<file path="config.mk">
export PLATFORM = sky130hd
export DESIGN_NAME = exc_entry_seq
export DESIGN_NICKNAME = d
export VERILOG_FILES = /design/src/rtl/exc_pkg.sv /design/src/rtl/exc_classify.sv /design/src/rtl/exc_addr_gen.sv /design/src/rtl/exc_entry_seq.sv
export SDC_FILE = /design/constraint.sdc
export NUM_CORES = 1
export LEC_CHECK = 0
export BUFFER_PORTS_ARGS = -buffer_cell sky130_fd_sc_hd__buf_2
export CAP_MARGIN = 25
export CORE_ASPECT_RATIO = 1.75
export CORE_MARGIN = 8
export CORE_UTILIZATION = 50
export DETAILED_ROUTE_END_ITERATION = 7
export PLACE_DENSITY = 0.83
export SLEW_MARGIN = 40
export SYNTH_ARGS = -nofsm -noshare
export SYNTH_HDL_FRONTEND = slang
export SYNTH_HIERARCHICAL = 1
export SYNTH_SLANG_ARGS = --single-unit
</file>
<file path="constraint.sdc">
create_clock -name clk -period 3.5 [get_ports clk]
set_input_delay 0 -clock clk [delete_from_list [all_inputs] [get_ports clk]]
set_output_delay 0 -clock clk [all_outputs]
set_load 0.005 [all_outputs]
</file>
<file path="src/rtl/exc_pkg.sv">
`timescale 1ns/1ps
package exc_pkg;
  typedef enum logic [2:0] {
    ST_RST  = 3'd0,
    ST_RVEC = 3'd1,
    ST_IDLE = 3'd2,
    ST_PPC  = 3'd3,
    ST_PCCR = 3'd4,
    ST_GVEC = 3'd5
  } seq_st_t;

  typedef enum logic [1:0] {
    EXC_NONE = 2'd0,
    EXC_GEN  = 2'd1,
    EXC_SLOT = 2'd2
  } exc_kind_t;

  localparam int unsigned NCLS = 6;
  // bit 0 undefined; bits 1..5 are the classes forbidden in a delay slot
  localparam logic [NCLS-1:0] SLOT_BAD = 6'b111110;
endpackage

</file>
<file path="src/rtl/exc_classify.sv">
`timescale 1ns/1ps
module exc_classify
  import exc_pkg::*;
(
  input  logic [NCLS-1:0] cls,
  input  logic            dly,
  output exc_kind_t       kind
);
  logic [NCLS-1:0] slot_hit;

  for (genvar g = 0; g < NCLS; g++) begin : g_slot
    assign slot_hit[g] = dly & cls[g] & SLOT_BAD[g];
  end

  always_comb begin
    if (|slot_hit)   kind = EXC_SLOT;
    else if (cls[0]) kind = EXC_GEN;
    else             kind = EXC_NONE;
  end
endmodule

</file>
<file path="src/rtl/exc_addr_gen.sv">
`timescale 1ns/1ps
module exc_addr_gen
  import exc_pkg::*;
#(
  parameter int unsigned AW = 32,
  parameter int unsigned DW = 32,
  parameter int unsigned CW = 8,
  parameter logic [31:0] VEC_BASE = 32'h0
) (
  input  seq_st_t         st,
  input  logic [AW-1:0]   sp_q,
  input  logic [AW-1:0]   pc_q,
  input  logic [CW-1:0]   ccr_q,
  input  logic            slot_q,
  output logic            req,
  output logic            we,
  output logic [AW-1:0]   addr,
  output logic [DW-1:0]   wdata
);
  localparam int unsigned   WORD_B = DW / 8;
  localparam logic [AW-1:0] STEP   = AW'(WORD_B);
  localparam logic [AW-1:0] BASE   = AW'(VEC_BASE);

  always_comb begin
    req   = 1'b0;
    we    = 1'b0;
    addr  = '0;
    wdata = '0;
    unique case (st)
      ST_RVEC: begin
        req  = 1'b1;
        addr = BASE;
      end
      ST_PPC: begin
        req   = 1'b1;
        we    = 1'b1;
        addr  = sp_q - STEP;
        wdata = DW'(pc_q);
      end
      ST_PCCR: begin
        req   = 1'b1;
        we    = 1'b1;
        addr  = sp_q - (STEP << 1);
        wdata = {{(DW-CW){1'b0}}, ccr_q};
      end
      ST_GVEC: begin
        req  = 1'b1;
        addr = slot_q ? BASE + (STEP << 1) : BASE + STEP;
      end
      default: ;
    endcase
  end
endmodule

</file>
<file path="src/rtl/exc_entry_seq.sv">
`timescale 1ns/1ps
module exc_entry_seq
  import exc_pkg::*;
#(
  parameter int unsigned AW = 32,
  parameter int unsigned DW = 32,
  parameter int unsigned CW = 8,
  parameter logic [31:0] VEC_BASE = 32'h0
) (
  input  logic            clk,
  input  logic            rst_pin_n,
  input  logic            issue_valid,
  input  logic [5:0]      ins_cls,
  input  logic            dly_slot,
  input  logic [AW-1:0]   fault_pc,
  input  logic [CW-1:0]   cur_ccr,
  input  logic [AW-1:0]   cur_sp,
  input  logic            mask_clr,
  output logic            mem_req,
  output logic            mem_we,
  output logic [AW-1:0]   mem_addr,
  output logic [DW-1:0]   mem_wdata,
  input  logic            mem_ack,
  input  logic [DW-1:0]   mem_rdata,
  output logic            busy,
  output logic            pc_load,
  output logic [AW-1:0]   pc_new,
  output logic            sp_load,
  output logic [AW-1:0]   sp_new,
  output logic            irq_mask
);
  localparam logic [AW-1:0] FRAME = AW'(2 * (DW / 8));

  seq_st_t       st;
  exc_kind_t     kind;
  logic [AW-1:0] sp_q, pc_q;
  logic [CW-1:0] ccr_q;
  logic          slot_q;

  exc_classify u_cls (
    .cls  (ins_cls),
    .dly  (dly_slot),
    .kind (kind)
  );

  exc_addr_gen #(.AW(AW), .DW(DW), .CW(CW), .VEC_BASE(VEC_BASE)) u_agen (
    .st     (st),
    .sp_q   (sp_q),
    .pc_q   (pc_q),
    .ccr_q  (ccr_q),
    .slot_q (slot_q),
    .req    (mem_req),
    .we     (mem_we),
    .addr   (mem_addr),
    .wdata  (mem_wdata)
  );

  assign busy = (st != ST_IDLE);

  always_ff @(posedge clk) begin
    if (!rst_pin_n) begin
      st       <= ST_RST;
      irq_mask <= 1'b1;
      pc_load  <= 1'b0;
      sp_load  <= 1'b0;
      pc_new   <= '0;
      sp_new   <= '0;
      sp_q     <= '0;
      pc_q     <= '0;
      ccr_q    <= '0;
      slot_q   <= 1'b0;
    end else begin
      pc_load <= 1'b0;
      sp_load <= 1'b0;
      if (mask_clr && st == ST_IDLE) irq_mask <= 1'b0;
      unique case (st)
        ST_RST: st <= ST_RVEC;
        ST_RVEC: if (mem_ack) begin
          pc_new  <= AW'(mem_rdata);
          pc_load <= 1'b1;
          st      <= ST_IDLE;
        end
        ST_IDLE: if (issue_valid && kind != EXC_NONE) begin
          sp_q   <= cur_sp;
          pc_q   <= fault_pc;
          ccr_q  <= cur_ccr;
          slot_q <= (kind == EXC_SLOT);
          st     <= ST_PPC;
        end
        ST_PPC:  if (mem_ack) st <= ST_PCCR;
        ST_PCCR: if (mem_ack) st <= ST_GVEC;
        ST_GVEC: if (mem_ack) begin
          pc_new  <= AW'(mem_rdata);
          pc_load <= 1'b1;
          sp_new  <= sp_q - FRAME;
          sp_load <= 1'b1;
          st      <= ST_IDLE;
        end
        default: st <= ST_RST;
      endcase
    end
  end
endmodule

</file>
==> results_dict.tcl, run 1 <==
set metrics [dict create \
    critPathLaunchType "flop" \
    slowest_delay_ps 630 \
    synth_compound_area_share_pct 22.3 \
    io_pins 250 \
    slowest_stage "or4b_1" \
    ys_top_cells_by_count "nand2_1 (236), dfxtp_1 (143), a21oi_1 (140), clkbuf_1 (60), o21ai_0 (36)" \
    core-area_um2 13700 \
    outcome "finished clean" \
    seq_power_share_pct 42.2 \
    synth_area_leaders "dfxtp_1 (41%), nand2_1 (13%), a21oi_1 (10%), clkbuf_1 (3.3%), o21ai_0 (2.6%)" \
    postSynth.asyncResetShare_pct 0 \
    synth.avg_cell_area_um2 7.55 \
    maxSlewHeadroom_pct 43.5 \
    grt_max_degree 111 \
    synthToLayoutAreaGrowth_pct 43.6 \
    max_freq_ghz 0.307 \
    post_dp_cell_area_um2 8250 \
    yosysWarnings 6 \
    die_area_um2 18000 \
    synth_mux_area_share_pct 0 \
    track_usage_pct 28.5 \
    internal_power_uw 2900 \
    fillers 1051 \
    ys_types 62 \
    design_area_um2 9910 \
    synth_top_family_by_area "simple AND/OR/NAND/NOR gates" \
    ir_worst_vdd_v 0.000334 \
    clkSinkCount 143 \
    p_per_area_nw_per_um2 407 \
    critPathRequiredTime_ps 3500 \
    drive_gt1_share_pct 25.9 \
    worstPathArrival_ps 3250 \
    crit_type "flop to output pin" \
    ant_nets 0 \
    cts_buffer_depth 2 \
    pre_cts_slack_ps 785 \
    fin_setup_tns_ps 0 \
    synth_fa_ha_area_share_pct 0.725 \
    hold_violations 0 \
    fp.dieW_um 105 \
    drc 0 \
    fin_ws_ps 247 \
    final_util_pct 72.3 \
    fp.dieH_um 171 \
    drtPass1Iterations 6 \
    grt_pass1_wl_um 41700 \
    overflow 0 \
    dp_hpwl_um 16900 \
    synth_top_area_share_pct 41.5 \
    wl_per_cell_um 19.0 \
    cpMostUsedCell "or4b_1" \
    leakagePower_uw 0.00446 \
    vias 8380 \
    finClkSkew_ps 12.1 \
    hp-class "primary input to flop" \
    cp-end-kind "output pin" \
    vias_per_cell 5.84 \
    finalSetupViolCount 0 \
    grt_pass1_vias 8228 \
    initial_core_util_pct 50.4 \
    clk_pin_slew_ps 60 \
    rsz0062_at_grt "false" \
    cap_violations 0 \
    post_cts.repair.setup_buffers 0 \
    p_clk_share_pct 42.9 \
    gp_congestion 0.886 \
    drt_iter0_drc 718 \
    timing.hold.ws_ps 21.1 \
    fin_crit_sh_pct 93.0 \
    synth_xor_area_share_pct 1.27 \
    layout.nets 1362 \
    p_comb_share_pct 14.9 \
    portBuffers 249 \
    cts_root_buffer "clkbuf_16" \
    yosysMostFrequentCell "nand2_1" \
    syn_area_um2 6900 \
    syn_inst 914 \
    synth_ff_type "dfxtp_1" \
    synth-simple-area-share_pct 29.7 \
    yosysSeqAreaShare_pct 41.5 \
    cts_inserted_buffers 17 \
    synth_seq_cells 143 \
    power_switching_share_pct 28.2 \
    fp-row-count 57 \
    slew_violations 0 \
    fin_crit_ps 3250 \
    syn-num-nets 1034 \
    cts.htree.levels 4 \
    power.switching_uw 1140 \
    cts_tree "done" \
    wirelength_um 27200 \
    worstMarginPinSlew_ps 848 \
    antenna_found_initial 1 \
    crit_chain "inv_1 -> ha_1 -> or4b_1 -> nor4_4 -> nand2_2 -> or4b_1 -> a21oi_1 -> buf_2" \
    synth_top_cell_by_area "dfxtp_1" \
    cp_max_fo 7 \
    clkLatencyLatePin_ps 420 \
    synth-edff-count 0 \
]
-- power groups by stage --
stage	registers (uW)	clock network, uW	logic [uW]
after floorplan	1730	0	298
after global placement	1730	0	470
after detailed placement	1730	0	480
after CTS	1700	1750	581
after global routing	1700	1810	648
final	1700	1730	602
-- stage by stage --
step | power (uW) | instances
global route | 4160 | 1433
CTS | 4030 | 1432
finish | 4030 | 1435
detailed placement | 2210 | 1292
floorplan | 2030 | 914
global placement | 2200 | 1292
-- final cells by class --
| type | instances | area (um^2) | share of cell area, % |
|---|---|---|---|
| Clock inverter | 14 | 120 | 1.21 |
| Tap cell | 177 | 221 | 2.24 |
| Sequential cell | 143 | 2860 | 28.9 |
| Inverter | 13 | 50.0 | 0.505 |
| Antenna cell | 3 | 7.51 | 0.0758 |
| Multi-Input combinational cell | 693 | 3750 | 37.8 |
| Clock buffer | 18 | 439 | 4.43 |
| Timing Repair Buffer | 374 | 2460 | 24.8 |
-- cell families after synthesis --
family	count (synthesis)
AO/OA/AOI/OAI	261
buffers and inverters	78
AND/OR/NAND/NOR	418
XOR/XNOR	10
flip-flops	143
adder cells (fa/ha/maj)	4
-- final timing paths --
check	start	endpoint	slack, ps	cells past startpoint
worst max-delay path	sp_q[3]	mem_addr[25]	250	8
worst min-delay path	rst_pin_n	sp_new[20]	20	2
worst max register to register	st[1]	ccr_q[5]	880	6
worst min register to register	pc_q[9]	pc_q[9]	450	2
-- placed cells by master, fill, tap and decap left out, drive strengths merged, types with 4 or more instances in the layout --
master       netlist  layout
nor4              23      23
a311oi             6       6
nor2              33      33
buf                5     266
a22o              11      11
o211ai             6       6
inv               13      20
nand3              8       8
o21ai             36      36
and2              27      27
nand2            237     237
ha                 4       4
a31oi             13      13
dlygate4sd3        0     108
o21a               4       4
or4               21      21
o31ai             11      11
a211oi             7       7
a21oi            140     140
clkbuf            60      18
nor3              13      13
dfxtp            143     143
nor3b              4       4
clkinv             0       4
xnor2              8       8
nand4              5       5
o22ai              6       6
or2                8       8
or3               18      18
and4               4       4
-- registers in the layout, indices dropped and copies added, names as in the netlist --
register,flops
sp_q,32
pc_new,32
irq_mask,1
sp_load,1
sp_new,32
pc_load,1
ccr_q,8
slot_q,1
pc_q,32
st,3
-- per-layer routing --
layer	vias up	wire (um)	track usage, %
met5	-	0	0
met4	0	1660	18.5
met3	132	2270	8.85
met2	483	13600	49.1
met1	3872	9700	29.6
li1	3893	-	-
-- timing repair --
item                      CTS  global route
hold endpoints to repair  107             0
hold buffers              108             0
gates resized for setup     0             0
-- critical path, delay by kind of cell (launching register included) --
kind            cells  cell delay, ps
compound gates      1             250
fa+ha+maj           1             220
buf+inv             2             300
flops               1             370
simple gates        4            1700
(Power assumes the default switching activity.)
==> run 2: changes to the inputs <==
--- a/config.mk
+++ b/config.mk
@@ -11,6 +11,7 @@
 export CORE_MARGIN = 8
 export CORE_UTILIZATION = 50
 export DETAILED_ROUTE_END_ITERATION = 7
+export GPL_TIMING_DRIVEN = 0
 export PLACE_DENSITY = 0.83
 export SLEW_MARGIN = 40
 export SYNTH_ARGS = -nofsm -noshare
==> run 2 against run 1 <==
Design area up 1.5%. Wire length rose by 8.2%. Die area stayed put. Combinational power rose by 3.5%. Largest cell class unchanged. Non-clock buffer count is 48 higher. Register-to-register slack got worse by 200 ps.
==> results_dict.tcl, run 2 (same netlist as run 1, synthesis figures left out) <==
set metrics [dict create \
    fp.dieH_um 171 \
    clkLatencyLatePin_ps 420 \
    clkSinkCount 143 \
    p_total_uw 4150 \
    track_usage_pct 31.2 \
    antenna_found_initial 2 \
    maxSlewHeadroom_pct 47.6 \
    worstMarginPinSlew_ps 783 \
    wirelength_um 29500 \
    clk_pin_slew_ps 60 \
    portBuffers 249 \
    cts_tree "done" \
    drive_gt1_share_pct 23.7 \
    layout_commonest_cell "buf_2" \
    cts_root_buffer "clkbuf_16" \
    fin_ws_ps 200 \
    pre_cts_slack_ps 760 \
    p_per_area_nw_per_um2 413 \
    fp-row-count 57 \
    fp.dieW_um 105 \
    post_cts_resized 0 \
    cts_inserted_buffers 17 \
    fin_crit_sh_pct 94.3 \
    post_dp_cell_area_um2 8370 \
    post_cts.repair.setup_buffers 0 \
    grt_max_degree 17 \
    io_pins 250 \
    layout.area.seq_um2 2860 \
    worstPathArrival_ps 3300 \
    synthToLayoutAreaGrowth_pct 45.7 \
    drtPass1Iterations 7 \
    multiInputGateArea_um2 3740 \
    cts.htree.levels 4 \
    fin_crit_ps 3300 \
    vias 8726 \
    rsz0062_at_grt "false" \
    vias_per_cell 5.89 \
    die_area_um2 18000 \
    finalSetupViolCount 0 \
    outcome "finished clean" \
    overflow 0 \
    cp_max_fo 9 \
    ant_nets 0 \
    initial_core_util_pct 50.4 \
    cap_violations 0 \
    design_area_um2 10100 \
    cp-end-kind "output pin" \
    slew_violations 0 \
    grt_pass1_wl_um 45100 \
    hp-class "primary input to flop" \
    mostFrequentLayoutCells "buf_2 (250), nand2_1 (236), dfxtp_1 (143), a21oi_1 (140), dlygate4sd3_1 (108)" \
    critPathLaunchType "flop" \
    wl_per_cell_um 19.9 \
    grt_pass1_vias 8657 \
    leakagePower_uw 0.00449 \
    core-area_um2 13700 \
    drt_iter0_drc 800 \
    fin_setup_tns_ps 0 \
    ir_worst_vdd_v 0.000327 \
    layout.nets 1410 \
    max_freq_ghz 0.303 \
    drc 0 \
    cts_buffer_depth 2 \
    gp_congestion 0.937 \
    critPathRequiredTime_ps 3500 \
    hold_violations 0 \
    crit_type "flop to output pin" \
    finClkSkew_ps 11.3 \
    fillers 1007 \
    dp_hpwl_um 19000 \
]
## run 2: cell types whose count changed in the layout (fill, tap and decap cells not counted), moves of 2 or more
cell	previous run	this run
buf_4	16	1
clkbuf_1	0	60
bufinv_16	0	2
nor2_1	30	32
clkinvlp_4	3	1
inv_6	6	4
## run 2: area by class of cell
class | count | share of cell area [%]
Sequential cell | 143 | 28.5
Timing Repair Buffer | 357 | 23.1
Buffer | 65 | 2.63
Clock buffer | 17 | 4.23
Multi-Input combinational cell | 693 | 37.2
Antenna cell | 2 | 0.0498
Inverter | 13 | 0.485
Tap cell | 177 | 2.20
Clock inverter | 14 | 1.57
## run 2: timing repair
item	CTS	global route
setup endpoints to repair	0	0
hold endpoints to repair	109	0
hold buffers	108	0
## run 2: report_power, final
| group | internal [uW] | switching [uW] | total (uW) |
|---|---|---|---|
| clock | 1060 | 761 | 1820 |
| combinational | 292 | 331 | 623 |
| sequential | 1660 | 38.7 | 1700 |
| total | 3020 | 1130 | 4150 |
## run 2: stage by stage
step / std cells / util [%] / hold slack (ps)
after floorplan: 914 / - / 116
after global placement: 1340 / 61.1 / 224
after detailed placement: 1340 / 61.1 / 244
after CTS: 1479 / 73.3 / 50.8
after global routing: 1481 / 73.4 / 130
final: 1481 / 73.4 / 65.0
## run 2: final timing paths
kind / slack (ps) / from / cells after the start / to
setup reg to reg: 680 / st[1] / 6 / pc_q[17]
hold / removal: 70 / dly_slot / 4 / slot_q
setup / recovery: 200 / sp_q[3] / 9 / mem_addr[31]
hold reg to reg: 450 / sp_new[2] / 2 / sp_new[2]
## run 2: per-layer routing
metal | vias up | global-route usage, % | share of wire [%]
li1 | 3999 | - | -
met1 | 3982 | 30.6 | 33
met2 | 575 | 54.7 | 51
met3 | 170 | 9.68 | 9.2
met4 | 0 | 22.2 | 6.8
met5 | - | 0 | 0
## run 2: worst max-delay path, cell delays in order, from the launching register on
cell	delay (ps)
dfxtp_1	410
inv_1	170
ha_1	260
or4b_1	470
buf_6	160
nor4_4	420
nand4_2	210
or3_1	390
a21oi_1	220
buf_2	170
